==> src/rtl/xbus_pkg.sv <==
package xbus_pkg;

    typedef enum logic [2:0] {
        PH_IDLE  = 3'd0,
        PH_ADDR  = 3'd1,
        PH_LATCH = 3'd2,
        PH_SETUP = 3'd3,
        PH_STRB  = 3'd4,
        PH_RECOV = 3'd5
    } phase_e;

endpackage

==> src/rtl/xbus_ph_timer.sv <==
module xbus_ph_timer #(
    parameter int CW = 3
) (
    input  logic          clk,
    input  logic          rst_n,
    input  logic          load,
    input  logic [CW-1:0] load_val,
    output logic          last
);

    logic [CW-1:0] cnt_q;

    always_ff @(posedge clk or negedge rst_n) begin
        if (!rst_n) begin
            cnt_q <= '0;
        end else if (load) begin
            cnt_q <= load_val;
        end else if (cnt_q != '0) begin
            cnt_q <= cnt_q - 1'b1;
        end
    end

    assign last = (cnt_q == '0);

    // the count never rises except on a load
    p_cnt_down_r8: assert property (@(posedge clk) disable iff (!rst_n)
        !$past(load) |-> (cnt_q <= $past(cnt_q)));

endmodule

==> src/rtl/xbus_drive.sv <==
module xbus_drive
    import xbus_pkg::*;
(
    input  logic        clk,
    input  logic        rst_n,
    input  phase_e      phase,
    input  logic        is_wr,
    input  logic [7:0]  a_lo,
    input  logic [7:0]  a_hi,
    input  logic [7:0]  wdata,
    input  logic [15:0] pc,
    output logic        ale,
    output logic [7:0]  lo_out,
    output logic        lo_oe,
    output logic [7:0]  hi_out,
    output logic        rd_n,
    output logic        wr_n,
    output logic        fetch_n
);

    always_comb begin
        ale     = 1'b0;
        lo_out  = 8'h00;
        lo_oe   = 1'b0;
        hi_out  = a_hi;
        rd_n    = 1'b1;
        wr_n    = 1'b1;
        fetch_n = 1'b1;
        unique case (phase)
            PH_IDLE: begin
                ale    = 1'b1;
                lo_out = pc[7:0];
                lo_oe  = 1'b1;
                hi_out = pc[15:8];
            end
            PH_ADDR: begin
                ale    = 1'b1;
                lo_out = a_lo;
                lo_oe  = 1'b1;
            end
            PH_LATCH: begin
                lo_out = a_lo;
                lo_oe  = 1'b1;
            end
            PH_SETUP, PH_RECOV: begin
                lo_out = is_wr ? wdata : 8'h00;
                lo_oe  = is_wr;
            end
            PH_STRB: begin
                lo_out = is_wr ? wdata : 8'h00;
                lo_oe  = is_wr;
                rd_n   = is_wr;
                wr_n   = !is_wr;
            end
            default: begin
                ale = 1'b0;
            end
        endcase
    end

    p_strobe_after_latch_r4: assert property (@(posedge clk) disable iff (!rst_n)
        ($fell(rd_n) || $fell(wr_n)) |-> (!ale && !$past(ale)));

    p_read_release_r5: assert property (@(posedge clk) disable iff (!rst_n)
        !rd_n |-> !lo_oe);

    p_write_hold_r7: assert property (@(posedge clk) disable iff (!rst_n)
        $rose(wr_n) |-> (lo_oe && $stable(lo_out)));

    p_one_strobe_r5: assert property (@(posedge clk) disable iff (!rst_n)
        $countones({rd_n, wr_n}) >= 1);

    p_fetch_inactive_r9: assert property (@(posedge clk) disable iff (!rst_n)
        fetch_n);

endmodule

==> src/rtl/xbus_seq.sv <==
module xbus_seq
    import xbus_pkg::*;
#(
    parameter int ADDR_CLKS  = 3,
    parameter int STRB_CLKS  = 6,
    parameter int RECOV_CLKS = 3
) (
    input  logic        clk,
    input  logic        rst_n,
    input  logic        req_valid,
    input  logic        req_write,
    input  logic        req_wide,
    input  logic [15:0] req_addr,
    input  logic [7:0]  req_ind_addr,
    input  logic [7:0]  port_hi,
    input  logic [7:0]  req_wdata,
    input  logic [15:0] pc,
    input  logic [7:0]  bus_lo_in,
    output logic        ale,
    output logic [7:0]  bus_lo_out,
    output logic        bus_lo_oe,
    output logic [7:0]  bus_hi,
    output logic        rd_n,
    output logic        wr_n,
    output logic        fetch_n,
    output logic [7:0]  rdata,
    output logic        done,
    output logic        idle
);

    localparam int MAX_AS = (ADDR_CLKS > STRB_CLKS) ? ADDR_CLKS : STRB_CLKS;
    localparam int MAX_C  = (MAX_AS > RECOV_CLKS) ? MAX_AS : RECOV_CLKS;
    localparam int CW     = (MAX_C < 2) ? 1 : $clog2(MAX_C);

    phase_e        state_q, state_n;
    logic          last;
    logic          load;
    logic [CW-1:0] load_val;
    logic          wr_q;
    logic [7:0]    a_lo_q, a_hi_q, wd_q, rdata_q;

    always_ff @(posedge clk or negedge rst_n) begin
        if (!rst_n) state_q <= PH_IDLE;
        else        state_q <= state_n;
    end

    always_comb begin
        state_n = state_q;
        unique case (state_q)
            PH_IDLE:  if (req_valid) state_n = PH_ADDR;
            PH_ADDR:  if (last)      state_n = PH_LATCH;
            PH_LATCH:                state_n = PH_SETUP;
            PH_SETUP:                state_n = PH_STRB;
            PH_STRB:  if (last)      state_n = PH_RECOV;
            PH_RECOV: if (last)      state_n = PH_IDLE;
            default:                 state_n = PH_IDLE;
        endcase
    end

    always_comb begin
        load = (state_n != state_q);
        unique case (state_n)
            PH_ADDR:  load_val = CW'(ADDR_CLKS - 1);
            PH_STRB:  load_val = CW'(STRB_CLKS - 1);
            PH_RECOV: load_val = CW'(RECOV_CLKS - 1);
            default:  load_val = '0;
        endcase
    end

    xbus_ph_timer #(.CW(CW)) u_timer (
        .clk      (clk),
        .rst_n    (rst_n),
        .load     (load),
        .load_val (load_val),
        .last     (last)
    );

    always_ff @(posedge clk or negedge rst_n) begin
        if (!rst_n) begin
            wr_q   <= 1'b0;
            a_lo_q <= 8'h00;
            a_hi_q <= 8'h00;
            wd_q   <= 8'h00;
        end else if (state_q == PH_IDLE && req_valid) begin
            wr_q   <= req_write;
            a_lo_q <= req_wide ? req_addr[7:0]  : req_ind_addr;
            a_hi_q <= req_wide ? req_addr[15:8] : port_hi;
            wd_q   <= req_wdata;
        end
    end

    always_ff @(posedge clk or negedge rst_n) begin
        if (!rst_n)                                  rdata_q <= 8'h00;
        else if (state_q == PH_STRB && last && !wr_q) rdata_q <= bus_lo_in;
    end

    xbus_drive u_drive (
        .clk     (clk),
        .rst_n   (rst_n),
        .phase   (state_q),
        .is_wr   (wr_q),
        .a_lo    (a_lo_q),
        .a_hi    (a_hi_q),
        .wdata   (wd_q),
        .pc      (pc),
        .ale     (ale),
        .lo_out  (bus_lo_out),
        .lo_oe   (bus_lo_oe),
        .hi_out  (bus_hi),
        .rd_n    (rd_n),
        .wr_n    (wr_n),
        .fetch_n (fetch_n)
    );

    assign rdata = rdata_q;
    assign done  = (state_q == PH_RECOV) && last;
    assign idle  = (state_q == PH_IDLE);

    p_req_held_r2: assert property (@(posedge clk) disable iff (!rst_n)
        (!idle && !$past(idle)) |-> ($stable(a_lo_q) && $stable(a_hi_q) && $stable(wd_q) && $stable(wr_q)));

    p_done_then_fetch_r8: assert property (@(posedge clk) disable iff (!rst_n)
        done |=> (idle && ale && !done));

    p_done_from_recov_r8: assert property (@(posedge clk) disable iff (!rst_n)
        done |-> (rd_n && wr_n && !ale));

endmodule

==> config.mk <==
export PLATFORM = sky130hd
export DESIGN_NAME = xbus_seq
export DESIGN_NICKNAME = d
export VERILOG_FILES = /design/src/rtl/xbus_pkg.sv /design/src/rtl/xbus_ph_timer.sv /design/src/rtl/xbus_drive.sv /design/src/rtl/xbus_seq.sv
export SDC_FILE = /design/constraint.sdc
export NUM_CORES = 1
export LEC_CHECK = 0
export BUFFER_PORTS_ARGS = -buffer_cell sky130_fd_sc_hd__buf_2
export CAP_MARGIN = 20
export CELL_PAD_IN_SITES_DETAIL_PLACEMENT = 0
export CELL_PAD_IN_SITES_GLOBAL_PLACEMENT = 2
export CORE_UTILIZATION = 26
export CTS_BUF_LIST = sky130_fd_sc_hd__clkbuf_4
export DETAILED_ROUTE_END_ITERATION = 10
export PLACE_DENSITY_LB_ADDON = 0.1
export SYNTH_ARGS = -nofsm -noshare
export SYNTH_HDL_FRONTEND = slang
export SYNTH_SLANG_ARGS = --single-unit
==> constraint.sdc <==
create_clock -name clk -period 1.42 [get_ports clk]
set_input_delay 0.142 -clock clk [delete_from_list [all_inputs] [get_ports clk]]
set_output_delay 0.142 -clock clk [all_outputs]
set_load 0.005 [all_outputs]
==> results.rst, run 1 <==
.. list-table::
   :header-rows: 1

   * - Metric
     - Value
   * - Boundary pin count
     - 100
   * - Final Hold Viols
     - 0
   * - Crit path max-delay cell type
     - dfrtp_1
   * - Die Span Y
     - approximately 92 microns
   * - Setup-violating endpoint count in the final report
     - 60
   * - Routed length per instance
     - 14.2 microns
   * - Largest fanout of any net on the critical path
     - 8
   * - Biggest area consumer among synthesized cells
     - dfrtp_1
   * - Worst hold margin
     - 0.0213 ns
   * - Crit path capture type
     - output port
   * - Standard cell core area
     - 7810 sq um
   * - Net count reported at finish
     - between 400 and 500
   * - Worst setup slack before clock tree synthesis
     - -0.299 ns
   * - Final weighted congestion in routability-driven placement
     - 0.691
   * - Failing checks
     - setup timing
   * - VDD IR-drop max
     - a little over 0.8 mV
   * - Instance count of the mapped netlist
     - 189
   * - Clock tree sinks
     - 39
   * - FMAX
     - 523 MHz
   * - Commonest non-fill, non-tap cell in the layout
     - buf_2
   * - Remaining antenna violation count after routing
     - 0
   * - Status
     - finished, violations left
   * - First-pass GRT wire length
     - 9800 microns
   * - HPWL reported at the end of detailed placement
     - 4210 microns
   * - Placed instance count
     - 400
   * - Global-route usage over all layers
     - 0.148
   * - X dimension of the die
     - 92.2 microns
   * - CTS H-tree lvls
     - 2
   * - Max Cap Viol
     - 0
   * - Share of the synthesized area in the top cell type
     - 0.462
   * - Longest individual stage delay on the worst path
     - 0.42 ns
   * - Pin count of the biggest net entering global routing
     - 26
   * - Number of cell rows
     - 32
   * - Data arrival time at the worst-slack endpoint
     - 1.77 ns
   * - Total nets after synthesis
     - 260
   * - TritonRoute pass-1 iters
     - 2
   * - Number of distinct standard cells referenced by the synthesized netlist
     - 34
   * - Root buffer selected by CTS
     - clkbuf_4
   * - #FFs+latches synth
     - 39
   * - Iter 0 DRT Violations
     - 24
   * - Starting Density
     - 0.271
   * - Area Overhead vs Synth
     - 77.4%
   * - Vias/cell
     - 4.47
   * - Number of filler instances in the final layout
     - 757
   * - Total Routed Length
     - ~6300 microns
   * - LEAKAGE
     - between 1.5 and 2 nW
   * - Max Slew Vio Count
     - 0
   * - Share of synthesized area occupied by flip-flops and latches
     - 0.462
   * - Antenna cells
     - 0
   * - Initial antenna violation count
     - 0
   * - Type of the worst min-delay path
     - input pin to flip-flop
   * - Number of buffers on the longest clock path
     - 2
   * - Total of warnings raised by yosys
     - 0
   * - Power density of the placed cells
     - 2300 nW/um^2
   * - Most area-consuming cells after synthesis
     - dfrtp_1 (46%), mux2_2 (13%), mux2i_1 (8.1%)
   * - Minimum clock period
     - roughly 1.9 ns
   * - Classification of the worst setup path
     - flip-flop to output port
   * - Register clock-pin slew on the reported worst setup and hold paths
     - roughly 0.12 ns
   * - Commonest cells after routing, fill and taps aside
     - buf_2 (89), dfrtp_1 (38), buf_6 (28)
   * - CTS tree
     - yes
   * - Layout cell share with drive strength beyond 1
     - 0.688
   * - Series of cell instances along the critical path
     - buf_6 > buf_6 > nand3b_1 > a21boi_4 > buf_12 > a221o_1 > buf_2
   * - Total clock buffers created by CTS
     - 5
   * - Most prevalent standard cell on the critical path
     - buf_6
   * - Period utilisation layout
     - 1.35
   * - Setup repair after global routing missed its margin
     - yes
   * - Number of global-route vias before repair
     - roughly 2,000
   * - Final setup margin
     - -0.493 ns
   * - Later-pin clock latency in the skew report
     - 0.35 ns
   * - Die outline area
     - roughly 8500 sq um
   * - Count of input and output buffers
     - 98
   * - Element type at the critical path start
     - flip-flop
   * - Required time at the worst-slack endpoint
     - between 1 and 1.5 ns
   * - Maximum clock skew at final layout
     - around 0.014 ns
   * - Final global-route overflow total
     - 0
   * - Synthesized area divided by synthesized cell count
     - around 11 sq um
   * - Vias
     - roughly 2,000
   * - Syn Std Cell Area
     - 2110 sq um
   * - Non-filler instance count after layout
     - 442
   * - DRC viols
     - 0
==> kinds of logic after synthesis <==
kind of cell | count (synthesis) | share of synthesized area
adder cells (fa/ha/maj) | 2 | 0.0118
buffers and inverters | 17 | 0.0474
multiplexers | 42 | 0.214
AO/OA/AOI/OAI | 37 | 0.117
flip-flops | 39 | 0.462
AND/OR/NAND/NOR | 51 | 0.147
other | 1 | 0.00177
==> final cells by class <==
cell class | count | area, sq um | area share
Multi-Input combinational cell | 133 | 1390 | 0.371
Clock buffer | 5 | 37.5 | 0.0100
Timing Repair Buffer | 157 | 1190 | 0.317
Clock inverter | 3 | 15.0 | 0.00401
Sequential cell | 39 | 977 | 0.261
Tap cell | 102 | 128 | 0.0340
Inverter | 3 | 11.3 | 0.00300
==> flip-flops by register name, indices dropped and copies added (netlist names) <==
| register | flops |
|---|---|
| a_hi_q | 8 |
| a_lo_q | 8 |
| wd_q | 8 |
| wr_q | 1 |
| u_timer.cnt_q | 3 |
| rdata | 8 |
| state_q | 3 |
==> layer usage <==
layer	GRT usage	routed length, microns	vias to the layer above
li1	-	-	972
met1	0.188	2790	935
met3	0.0406	315	5
met4	0.0313	36	0
met2	0.251	3130	62
met5	0	0	-
==> worst max-delay path: cells and delay by family, from the launching register on <==
family / cells / cell delay, ns
AO/OA/AOI/OAI: 2 / 0.37
buffers and inverters: 4 / 0.51
flip-flops: 1 / 0.42
AND/OR/NAND/NOR: 1 / 0.14
==> path summary, 6_finish.rpt <==
kind / from / end / slack (ns) / cells past startpoint
max: state_q[1] / bus_lo_out[7] / -0.49 / 7
min: bus_lo_in[0] / rdata[0] / 0.02 / 2
max reg2reg: state_q[2] / wd_q[1] / -0.27 / 6
min reg2reg: rdata[3] / rdata[3] / 0.52 / 1
max in group asynchronous: rst_n / a_lo_q[5] / 0.71 / 3
min in group asynchronous: rst_n / wd_q[0] / 0.24 / 2
==> Yosys cell counts <==
cell type,count
o21ai_0,1
nor3b_1,2
nand3_1,1
o31ai_1,1
nor3_2,1
nand2b_1,4
a21boi_2,1
o221ai_1,1
buf_2,5
clkbuf_1,2
dfrtp_1,39
buf_4,6
nor2b_1,6
a2bb2oi_1,1
inv_1,3
o211ai_1,1
nor4b_4,1
a21oi_1,22
and2_0,1
nand4b_2,1
nand4b_1,1
or4_1,1
o21bai_1,1
a221o_1,8
conb_1,1
nor2_1,19
or3_1,1
and2_1,8
mux2_2,25
nand3b_1,3
ha_1,2
buf_6,1
mux2i_1,17
or2_2,1
==> stage by stage <==
step	power (mW)	utilization	TNS [ns]	instance area, sq um
after global placement	5.77	0.370	-7.09	2890
after floorplan	4.29	-	-1.24	2160
after detailed placement	5.79	0.370	-7.92	2890
final	8.62	0.480	-16.26	3750
after global routing	9.25	0.480	-21.39	3750
after CTS	7.95	0.438	-14.65	3420
==> where the power goes <==
group	internal, mW	switching (mW)
sequential	1.68	0.463
combinational	3.61	2.30
clock	0.185	0.392
==> repair_timing <==
item	CTS	global route
hold endpoints to repair	16	8
setup buffers	19	3
resized for setup	65	57
hold buffers	3	8
pin swaps	11	4
gates cloned	2	1
setup endpoints to repair	60	60
(Power assumes the default switching activity.)
==> run 2, diff against run 1 <==
--- a/config.mk
+++ b/config.mk
@@ -7,12 +7,10 @@
 export LEC_CHECK = 0
 export BUFFER_PORTS_ARGS = -buffer_cell sky130_fd_sc_hd__buf_2
 export CAP_MARGIN = 20
-export CELL_PAD_IN_SITES_DETAIL_PLACEMENT = 0
-export CELL_PAD_IN_SITES_GLOBAL_PLACEMENT = 2
-export CORE_UTILIZATION = 26
+export CORE_UTILIZATION = 35
 export CTS_BUF_LIST = sky130_fd_sc_hd__clkbuf_4
 export DETAILED_ROUTE_END_ITERATION = 10
-export PLACE_DENSITY_LB_ADDON = 0.1
+export PLACE_DENSITY = 0.66
 export SYNTH_ARGS = -nofsm -noshare
 export SYNTH_HDL_FRONTEND = slang
 export SYNTH_SLANG_ARGS = --single-unit
==> results.rst, run 2 (synthesis results as in run 1) <==
.. list-table::
   :header-rows: 1

   * - Metric
     - Value
   * - Setup Total Neg Slack
     - -19.29 ns (was -16.26 ns)
   * - VDD IR-drop max
     - 1.21 mV (was 0.825 mV)
   * - CTS H-tree lvls
     - 2 (unchanged)
   * - Number of buffers on the longest clock path
     - 2 (unchanged)
   * - Register clock-pin slew on the reported worst setup and hold paths
     - 0.12 ns (about the same)
   * - Data arrival time at the worst-slack endpoint
     - 1.76 ns (was 1.77 ns)
   * - Commonest non-fill, non-tap cell in the layout
     - buf_2 (unchanged)
   * - Most prevalent standard cell on the critical path
     - buf_6 (unchanged)
   * - Worst setup slack before clock tree synthesis
     - -0.356 ns (was -0.299 ns)
   * - Crit Reg-Reg Startpoint
     - state_q[0] (was state_q[2])
   * - Design Power
     - 8.33 mW (was 8.62 mW)
   * - Max Slew Vio Count
     - 0 (unchanged)
   * - Final Hold Viols
     - 0 (unchanged)
   * - Max Cap Viol
     - 0 (unchanged)
   * - X dimension of the die
     - 79.7 microns (was 92.2 microns)
   * - Area Overhead vs Synth
     - 68.4% (was 77.4%)
   * - Die Span Y
     - 79.7 microns (was 92.2 microns)
   * - Remaining antenna violation count after routing
     - 0 (unchanged)
   * - Final weighted congestion in routability-driven placement
     - 0.722 (was 0.691)
   * - Power density of the placed cells
     - 2340 nW/um^2 (was 2300 nW/um^2)
   * - Maximum clock skew at final layout
     - 0.0121 ns (was 0.0139 ns)
   * - Area of the multi-input gates
     - 1260 sq um (was 1390 sq um)
   * - Largest fanout of any net on the critical path
     - 7 (was 8)
   * - Required time at the worst-slack endpoint
     - 1.28 ns (about the same)
   * - Layout cell share with drive strength beyond 1
     - 0.616 (was 0.688)
   * - Type of the worst min-delay path
     - input pin to flip-flop (unchanged)
   * - Worst-case reg-to-reg path depth
     - 6 (unchanged)
   * - Element type at the critical path start
     - flip-flop (unchanged)
   * - Number of filler instances in the final layout
     - 473 (was 757)
   * - Crit path max-delay cell type
     - dfrtp_1 (unchanged)
   * - Failing checks
     - setup timing (unchanged)
   * - Start point of the critical path
     - state_q[1] (unchanged)
   * - Vias
     - 2,072 (was 1,974)
   * - Pin count of the biggest net entering global routing
     - 22 (was 26)
   * - First-pass GRT wire length
     - 9590 microns (was 9800 microns)
   * - Number of cell rows
     - 27 (was 32)
   * - LEAKAGE
     - 1.80 nW (was 1.76 nW)
   * - Clock tree sinks
     - 39 (unchanged)
   * - Standard cell core area
     - 5680 sq um (was 7810 sq um)
   * - FMAX
     - 527 MHz (was 523 MHz)
   * - Setup repair after global routing missed its margin
     - yes (unchanged)
   * - Final standard cell area without fillers
     - 3560 sq um (was 3750 sq um)
   * - Final global-route overflow total
     - 0 (unchanged)
   * - DRC viols
     - 0 (unchanged)
   * - Vias/cell
     - 5.02 (was 4.47)
   * - Later-pin clock latency in the skew report
     - 0.35 ns (about the same)
   * - Root buffer selected by CTS
     - clkbuf_4 (unchanged)
   * - End of the critical path
     - bus_hi[2] (was bus_lo_out[7])
   * - Register-to-register path setup slack
     - -0.35 ns (was -0.27 ns)
   * - Setup-violating endpoint count in the final report
     - 58 (was 60)
   * - Count of input and output buffers
     - 98 (unchanged)
   * - Reg area
     - 978 sq um (was 977 sq um)
   * - Global-route usage over all layers
     - 0.199 (was 0.148)
   * - Minimum clock period
     - 1.90 ns (was 1.91 ns)
   * - Iter 0 DRT Violations
     - 97 (was 24)
   * - Classification of the worst setup path
     - flip-flop to output port (unchanged)
   * - Crit path capture type
     - output port (unchanged)
   * - Post-layout utilization of the core
     - 0.627 (was 0.480)
   * - Endpoint of the lowest-slack register-to-register path
     - wd_q[1] (unchanged)
   * - Routed length per instance
     - 15.2 microns (was 14.2 microns)
   * - Final setup margin
     - -0.478 ns (was -0.493 ns)
   * - Boundary pin count
     - 100 (unchanged)
   * - Starting Density
     - 0.372 (was 0.271)
   * - CTS tree
     - yes (unchanged)
   * - Antenna cells
     - 0 (unchanged)
   * - Commonest cells after routing, fill and taps aside
     - buf_2 (90), dfrtp_1 (37), buf_6 (27) (was buf_2 (89), dfrtp_1 (38), buf_6 (28))
   * - Cell area after placement
     - 2840 sq um (was 2890 sq um)
   * - Longest individual stage delay on the worst path
     - 0.42 ns (about the same)
   * - Series of cell instances along the critical path
     - buf_6 > nor3_4 > buf_6 > mux2_4 > buf_6 (was buf_6 > buf_6 > nand3b_1 > a21boi_4 > buf_12 > a221o_1 > buf_2)
   * - Net count reported at finish
     - 411 (was 410)
   * - TritonRoute pass-1 iters
     - 6 (was 2)
   * - Status
     - finished, violations left (unchanged)
   * - Total Routed Length
     - 6270 microns (was 6280 microns)
   * - HPWL reported at the end of detailed placement
     - 3930 microns (was 4210 microns)
   * - Die outline area
     - 6350 sq um (was 8490 sq um)
   * - Total clock buffers created by CTS
     - 5 (unchanged)
   * - Number of global-route vias before repair
     - 2,036 (was 1,980)
   * - Initial antenna violation count
     - 0 (unchanged)
   * - Period utilisation layout
     - 1.34 (was 1.35)
## run 2: cell types whose count changed in the layout (fill, tap and decap cells not counted), sizes merged
cell	delta
buf	+3
bufinv	+1
clkbuf	-1
clkinv	-2
dlygate4sd3	-1
inv	+1
## run 2: per-layer routing
metal  global-route usage  up-vias  wire (microns)
met5                    0        -               0
met4               0.0836        0             146
met3               0.0354       11             203
met2                0.355       53            3340
met1                0.233     1031            2580
li1                     -      977               -
## run 2: power breakdown
group          switching (mW)  leakage, nW  internal (mW)
Combinational            2.12         1.31           3.36
Sequential              0.409        0.447           1.68
Clock                   0.388       0.0432          0.371
Total                    2.92         1.80           5.41
## run 2: repair_timing
| item | in CTS | in global routing |
|---|---|---|
| resized for setup | 55 | 36 |
| hold buffers | 3 | 7 |
| setup endpoints to repair | 56 | 60 |
| pin swaps | 18 | 13 |
| gates cloned | 2 | 0 |
| hold endpoints to repair | 20 | 7 |
| setup buffers | 21 | 9 |
## run 2: worst max-delay path, delay by kind of cell, from the launching register on
| kind | cells | cell delay (ns) |
|---|---|---|
| DFF | 1 | 0.42 |
| muxes | 1 | 0.32 |
| buffers and inverters | 3 | 0.45 |
| and+or+nand+nor | 1 | 0.22 |
## run 2: worst min-delay path by stage
stage / startpoint / cells past startpoint / slack [ns] / to
floorplan: rst_n / 0 / -0.15 / a_hi_q[0]
global placement: rst_n / 1 / 0.12 / wd_q[4]
detailed placement: rst_n / 1 / 0.12 / wd_q[4]
CTS: bus_lo_in[6] / 2 / 0.0003 / rdata[6]
global route: req_wdata[7] / 2 / -0.002 / wd_q[7]
finish: req_wdata[4] / 2 / 0.02 / wd_q[4]
## run 2: metrics by stage
stage	instances	hold slack (ns)
after detailed placement	369	0.116
after global placement	369	0.116
after CTS	403	0.000346
after global routing	413	-0.00197
final	413	0.0204
after floorplan	189	-0.154
## run 2: layout make-up
class | instances | share of cell area
Sequential cell | 39 | 0.275
Inverter | 3 | 0.00316
Multi-Input combinational cell | 133 | 0.355
Clock inverter | 3 | 0.0120
Timing Repair Buffer | 158 | 0.319
Tap cell | 72 | 0.0253
Clock buffer | 5 | 0.0105
